$ cat config.mk
export PLATFORM = sky130hd
export DESIGN_NAME = swint_ctrl
export DESIGN_NICKNAME = d
export VERILOG_FILES = /design/src/rtl/swint_pkg.sv /design/src/rtl/swint_rst_sync.sv /design/src/rtl/swint_next.sv /design/src/rtl/swint_mask.sv /design/src/rtl/swint_ctrl.sv
export SDC_FILE = /design/constraint.sdc
export NUM_CORES = 1
export LEC_CHECK = 0
export ABC_AREA = 0
export ABC_CLOCK_PERIOD_IN_PS = 1600
export BUFFER_PORTS_ARGS = -buffer_cell sky130_fd_sc_hd__buf_2
export CELL_PAD_IN_SITES_DETAIL_PLACEMENT = 1
export CELL_PAD_IN_SITES_GLOBAL_PLACEMENT = 2
export CORE_ASPECT_RATIO = 2
export CORE_UTILIZATION = 30
export CTS_BUF_LIST = sky130_fd_sc_hd__clkbuf_8
export CTS_CLUSTER_DIAMETER = 200
export DETAILED_ROUTE_END_ITERATION = 12
export PLACE_DENSITY = 0.9
export SYNTH_ARGS = -nofsm -noshare
export SYNTH_HDL_FRONTEND = slang
export SYNTH_SLANG_ARGS = --single-unit
$ cat constraint.sdc
create_clock -name clk -period 1.6 [get_ports clk]
set_clock_uncertainty 0.15 [all_clocks]
set_input_delay 0.08 -clock clk [delete_from_list [all_inputs] [get_ports clk]]
set_output_delay 0.08 -clock clk [all_outputs]
set_load 0.02 [all_outputs]
$ cat src/rtl/swint_pkg.sv
package swint_pkg;
  localparam int STAT_W   = 17;
  localparam int LVL_W    = 4;
  localparam int TM_LEVEL = 14;
  localparam int HI_BIT   = STAT_W - 1;

  typedef enum logic [1:0] {
    WR_DIRECT = 2'd0,
    WR_SET    = 2'd1,
    WR_CLEAR  = 2'd2,
    WR_LEVEL  = 2'd3
  } wr_op_e;
endpackage

$ cat src/rtl/swint_rst_sync.sv
module swint_rst_sync #(
  parameter int STAGES = 2
) (
  input  logic clk,
  input  logic rst_n,
  output logic rst_sync_n
);
  logic [STAGES-1:0] chain_q;

  always_ff @(posedge clk or negedge rst_n) begin
    if (!rst_n) chain_q <= '0;
    else        chain_q <= {chain_q[STAGES-2:0], 1'b1};
  end

  assign rst_sync_n = chain_q[STAGES-1];
endmodule

$ cat src/rtl/swint_next.sv
module swint_next
  import swint_pkg::*;
#(
  parameter int SW = STAT_W,
  parameter int LW = LVL_W,
  parameter int HB = HI_BIT
) (
  input  logic          wr_en,
  input  logic [1:0]    wr_sel,
  input  logic [SW-1:0] wr_data,
  input  logic          tm_hit,
  input  logic [SW-1:0] status_q,
  output logic [SW-1:0] status_d,
  output logic          status_en,
  output logic [LW-1:0] pil_d,
  output logic          pil_en
);
  logic [SW-1:0] sw_val;
  logic [SW-1:0] hw_set;
  logic          sw_hit;

  always_comb begin
    sw_val = status_q;
    sw_hit = 1'b0;
    if (wr_en) begin
      unique case (wr_op_e'(wr_sel))
        WR_DIRECT: begin sw_val = wr_data;             sw_hit = 1'b1; end
        WR_SET:    begin sw_val = status_q | wr_data;  sw_hit = 1'b1; end
        WR_CLEAR:  begin sw_val = status_q & ~wr_data; sw_hit = 1'b1; end
        default:   begin sw_val = status_q;            sw_hit = 1'b0; end
      endcase
    end
  end

  always_comb begin
    hw_set     = '0;
    hw_set[HB] = tm_hit;
  end

  // The hardware set is applied after the software value, so it wins.
  assign status_d  = sw_val | hw_set;
  assign status_en = sw_hit | tm_hit;
  assign pil_d     = wr_data[LW-1:0];
  assign pil_en    = wr_en && (wr_op_e'(wr_sel) == WR_LEVEL);
endmodule

$ cat src/rtl/swint_mask.sv
module swint_mask
  import swint_pkg::*;
#(
  parameter int SW  = STAT_W,
  parameter int LW  = LVL_W,
  parameter int THR = TM_LEVEL
) (
  input  logic [SW-1:0] status_q,
  input  logic [LW-1:0] pil_q,
  output logic [SW-1:0] pend
);
  localparam int HB = SW - 1;
  localparam logic [LW:0] THR_V = (LW+1)'(THR);

  logic [LW:0] lvl_ext;
  logic        tm_open;

  assign lvl_ext = {1'b0, pil_q};
  assign tm_open = lvl_ext < THR_V;

  genvar n;
  generate
    for (n = 0; n < SW; n++) begin : g_bit
      if (n == 0 || n == HB) begin : g_timer
        assign pend[n] = status_q[n] & tm_open;
      end else begin : g_level
        localparam logic [LW:0] IDX = (LW+1)'(n);
        assign pend[n] = status_q[n] & (IDX > lvl_ext);
      end
    end
  endgenerate
endmodule

$ cat src/rtl/swint_ctrl.sv
module swint_ctrl
  import swint_pkg::*;
#(
  parameter int SW  = STAT_W,
  parameter int LW  = LVL_W,
  parameter int THR = TM_LEVEL
) (
  input  logic          clk,
  input  logic          rst_n,
  input  logic          wr_en,
  input  logic [1:0]    wr_sel,
  input  logic [SW-1:0] wr_data,
  input  logic          tm_hit,
  input  logic          rd_sel,
  output logic [SW-1:0] rd_data,
  output logic [SW-1:0] pend
);
  localparam int HB = SW - 1;

  logic          rst_sync_n;
  logic [SW-1:0] status_q, status_d;
  logic          status_en;
  logic [LW-1:0] pil_q, pil_d;
  logic          pil_en;

  swint_rst_sync #(.STAGES(2)) u_rst (
    .clk        (clk),
    .rst_n      (rst_n),
    .rst_sync_n (rst_sync_n)
  );

  swint_next #(.SW(SW), .LW(LW), .HB(HB)) u_next (
    .wr_en     (wr_en),
    .wr_sel    (wr_sel),
    .wr_data   (wr_data),
    .tm_hit    (tm_hit),
    .status_q  (status_q),
    .status_d  (status_d),
    .status_en (status_en),
    .pil_d     (pil_d),
    .pil_en    (pil_en)
  );

  always_ff @(posedge clk or negedge rst_sync_n) begin
    if (!rst_sync_n)    status_q <= '0;
    else if (status_en) status_q <= status_d;
  end

  always_ff @(posedge clk or negedge rst_sync_n) begin
    if (!rst_sync_n) pil_q <= '0;
    else if (pil_en) pil_q <= pil_d;
  end

  swint_mask #(.SW(SW), .LW(LW), .THR(THR)) u_mask (
    .status_q (status_q),
    .pil_q    (pil_q),
    .pend     (pend)
  );

  assign rd_data = rd_sel ? {{(SW-LW){1'b0}}, pil_q} : status_q;
endmodule

======== After elaboration in Yosys (flattened, before gate mapping) ========
Cells that the tools add are included.
operators by class
  div/mod/pow operators ................... 0
  bitwise operators ....................... 22
  shift-type cells ........................ 0
  equality and inequality tests ........... 3
  magnitude comparators ................... 16
  reduce and logical (&&, ||, !) cells .... 3
  multipliers ............................. 0
  add/sub/neg operators ................... 0
  mux-type cells .......................... 5
operator list
  cell                                                                            number
  17-bit case mux with 3 select lines                                             1
  17-bit 2-to-1 mux                                                               2
  17-bit bitwise OR                                                               2
  4-bit greater-than comparator, first input constant                             8
  1-bit bitwise AND                                                               17
  17-bit bitwise AND                                                              1
  17-bit NOT                                                                      1
  3-bit by 4-bit greater-than comparator with 1-bit output, first input constant  4
  2-bit by 4-bit greater-than comparator with 1-bit output, first input constant  2
  2-bit == test, second input constant                                            2
  1-bit by 4-bit greater-than comparator with 1-bit output, first input constant  1
  4-bit less-than comparator, second input constant                               1
  3-bit OR reduction                                                              1
  2-bit by 1-bit == test with 1-bit output, second input constant                 1
  2-bit zero test                                                                 1
  1-bit 2-to-1 mux                                                                2
  1-bit logical AND                                                               1
  1-bit bitwise OR                                                                1
storage, ports and cells
  latch bits .............................. 0
  memories ................................ 0
  ROM bits ................................ 0
  output and inout port bits .............. 34
  bits in writable memories ............... 0
  word-level logic and storage cells ...... 52
  register bits ........................... 23

======== Depth between registers and ports, before layout ========
  depth after elaboration ................. 5
  gate-level depth with buffers ........... 4
  mapped depth without buffers ............ 3

======== By module ========
From an unflattened synthesis, not the netlist that was laid out.
second synthesis, totals
  cell total of the unflattened synthesis .. 145
  area total of the unflattened synthesis .. 1580.3 um^2
by module, submodules not included
  module          cells an instance  area an instance (um^2)  sequential area each (um^2)  instances
  swint_ctrl      63                 967.2                    525.5                        1
  swint_next      48                 345.3                    0.0                          1
  swint_mask      31                 214.0                    0.0                          1
  swint_rst_sync  3                  53.8                     50.0                         1

======== Least setup slack after synthesis ========
No wires, ideal clock.
  kind .................................... flip-flop to output port
  from .................................... register pil_q[3]
  to ...................................... output pend[2]
  path buffers ............................ 1
  setup slack ............................. 0.040 ns
  data arrival time ....................... 1.330 ns
  stages on the path, launching flop included .. 3
  cells stage by stage .................... dfrtp_1 -> buf_2 -> nor4b_1
between the ends
  cells in the longest elaborated chain, start to end .. 2
ends and longest elaborated chain
  element                                                   line              text
  from (decl)                                               swint_ctrl.sv:23  logic [LW-1:0] pil_q, pil_d;
  from (signal assigned)                                    swint_ctrl.sv:51  else if (pil_en) pil_q <= pil_d;
  2-bit by 4-bit greater-than comparator with 1-bit output  swint_mask.sv:28  assign pend[n] = status_q[n] & (IDX > lvl_ext);
  1-bit bitwise AND                                         swint_mask.sv:28
  to (decl)                                                 swint_ctrl.sv:16  output logic [SW-1:0] pend
No other way between the ends.

======== Worst setup path in the final report ========
  from .................................... register pil_q[2]
  to ...................................... output pend[7]
between the ends
  cells in the longest elaborated chain, start to end .. 2
ends and longest elaborated chain
  element                                                   line
  3-bit by 4-bit greater-than comparator with 1-bit output  swint_mask.sv:28
  1-bit bitwise AND                                         swint_mask.sv:28
No other way between the ends.

==> results by group <==
Outcome
  – Outcome: completed

Die
  – Die area: around 4400 sq um
  – Die Ht: approximately 93 um
  – Initial Utilization: 31.66%
  – Placeable Area: 3924 sq um
  – Row Count: 32
  – Ports: 58
  – Die width: 47.51 um

Clock tree
  – Total CTS buffers: 3
  – CTS clk-pin slew, worst paths: 80 ps
  – Clock Tree Buf Depth: 2
  – CTS tree: yes
  – Worst skew pair latency: 260 ps
  – H-tree depth: 1
  – Root buf cell: clkbuf_8
  – CTS sink count: 23

Timing
  – Setup Viol. Count Final: 0
  – Final Max Slew Viols: 0
  – Final Hold Vio Count: 0
  – Final hold slack: between 60 and 70 ps
  – Fmax: 638.7 MHz
  – Final min period: 1566 ps
  – Tcrit/Tclk final: 97.85%
  – Actual slew at the worst max-slew pin: 909.7 ps
  – Slew HR: 39.23%
  – RSZ-0062 raised after global routing: true

Yosys
  – Cell count after synthesis: 120
  – Register area share after synthesis: roughly 46%
  – Net count after synthesis: 144
  – Post-synth EDFFs: 0
  – Synth async-reset ratio: 100.0%
  – Post-synthesis cell type count: 28
  – YS warnings: 0
  – Prevailing post-synth register cell: dfrtp_1
  – Mapped cell area: ~1200 sq um
  – Yosys reg bits: 23
  – Avg Inst Size Synth: 10.35 sq um

Power
  – Tot Pwr: 1.775 mW
  – Power per cell area: approximately 980 nW/um^2
  – Peak supply drop: 0.5490 mV
  – Pleak: between 0.8 and 0.9 nW

Critical path
  – CP endpoint kind: output pin
  – Cell family with most CP delay: flip-flops
  – Req. time, crit path: 1370 ps
  – Critical path class: flip-flop to output pin
  – CP bufs+invs: 2
  – Max FO, Critical Path: 7
  – Slowest cell on the critical path: dfrtp_2
  – Crit-path cells: buf_4 > a311oi_1 > buf_2
  – Crit start category: flip-flop
  – Crit-path max cell delay: 470 ps
  – Worst Path Arrival: 1340 ps

Cells and area
  – Multi-input logic area: 593.1 sq um
  – Reg area: 579.3 sq um
  – Synthesis-to-finish area growth: 45.82%
  – Nets@finish: 221
  – N_diodes: 0
  – Most frequent cells in the layout: 56 x buf_2, 20 x dlygate4sd3_1, 20 x dfrtp_1, 16 x a22o_1
  – Fillers: a little under 500
  – Utilization after layout: 46.17%
  – Commonest non-fill, non-tap cell in the layout: buf_2
  – Share of layout cells above drive strength 1: 39.80%

Routing
  – Via Count: roughly 1200
  – Wirelength per Cell: 15.61 um
  – Via density: between 5 and 6
  – Final WL: 3855 um
  – Drt drc: 0
  – Initial DRC count: 25
  – TritonRoute pass-1 iters: 4
  – Post-DRT Antenna Nets: 0

Global routing
  – Grt ovf: 0
  – Initial antenna violation count: 0
  – Total GRT Usage: 19.00%
  – First-pass GRT wire length: 6182 um
  – Vias in the first global route: 1310
  – Largest net degree at the start of global routing: 22

Place
  – Port Buffers: 57
  – HPWL after DPL: approximately 2800 um
  – Routability cong.: 0.7726

Worst hold path
  – HP Class: flip-flop to asynchronous set/reset pin

Job
  – Max-cap viol count: 0
through the flow:
step                TNS (ps)  worst slack (ps)  instance area, sq um  instances
finish                     0             34.37                  1812        247
floorplan                  0             40.46                  1242        120
global route          -23.04            -14.02                  1812        247
CTS                        0             24.58                  1799        246
detailed placement         0             24.54                  1549        222
global placement           0             107.3                  1549        222
where the power goes:
part	internal, mW	total (mW)	switching, mW
Combinational	0.292	0.644	0.351
Sequential	0.667	0.773	0.106
Clock	0.174	0.359	0.185
Total	1.13	1.78	0.642
logic make-up after synthesis:
| kind of cell | after synthesis | share of synthesized area (%) |
|---|---|---|
| other | 1 | 0.3018 |
| and+or+nand+nor | 34 | 16.52 |
| AOI/OAI and AO/OA | 42 | 23.46 |
| muxes | 8 | 7.251 |
| DFF | 23 | 46.32 |
| buffers and inverters | 12 | 6.143 |
what timing repair did:
action | in CTS | in global routing
pin swaps | 0 | 0
gates resized for setup | 3 | 4
setup buffers | 0 | 1
endpoints found under the hold margin | 23 | 0
gates cloned | 0 | 0
endpoints found under the setup margin | 8 | 3
hold buffers | 20 | 0
worst paths after layout:
| path | startpoint | to | slack, ps | depth (start not counted) |
|---|---|---|---|---|
| max | pil_q[2]$_DFFE_PN0P_ | pend[7] | 30 | 3 |
| min | u_rst.chain_q[1]$_DFF_PN0_ | status_q[15]$_DFFE_PN0P_ | 60 | 1 |
| max reg2reg | pil_q[2]$_DFFE_PN0P_ | pil_q[2]$_DFFE_PN0P_ | 430 | 2 |
| min reg2reg | u_rst.chain_q[1]$_DFF_PN0_ | status_q[15]$_DFFE_PN0P_ | 60 | 1 |
| max in group asynchronous | rst_n | u_rst.chain_q[1]$_DFF_PN0_ | 670 | 3 |
| min in group clk | wr_sel[0] | pil_q[0]$_DFFE_PN0P_ | 160 | 3 |
per-layer routing:
layer	routed length, um	track usage [%]	vias up
li1	-	-	580
met1	1533	22.56	608
met2	2141	34.13	46
met3	152	1.351	2
met4	27	5.238	0
met5	0	0	-
sequential cells by signal, indices dropped and copies added, names as in the netlist:
name           flops
u_rst.chain_q      2
pil_q              4
status_q          17
synth_stat cells, types with 2 or more instances:
library cell   n  share of area [%]
o21ai_0        8                3.2
nor2_1         4                1.2
mux2_2         8                7.3
dfrtp_1       23                 46
inv_1          3               0.91
o21a_1         2                1.2
a22o_1        16                 11
and2b_1        2                1.2
buf_2          4                1.6
nand2_1        2               0.60
nand3_1        2               0.81
nor2b_1       11                5.5
and2_1         7                3.5
and3_1         2                1.0
o21ai_1       11                4.4
buf_6          3                2.7
final cells by class:
cell class / count / share of cell area, %
tap: 51 / 3.522
clock buffer: 3 / 2.279
sequential: 23 / 31.98
clock inverter: 1 / 0.2762
inverter: 3 / 0.6215
timing repair buffer: 81 / 28.59
multi-input combinational: 85 / 32.73
worst reg2reg max path, stage by stage (launching register included):
cell and delay, ps:
dfrtp_2 470, buf_4 180, mux2_2 260
Note: power is estimated with default switching activity, not from simulation.
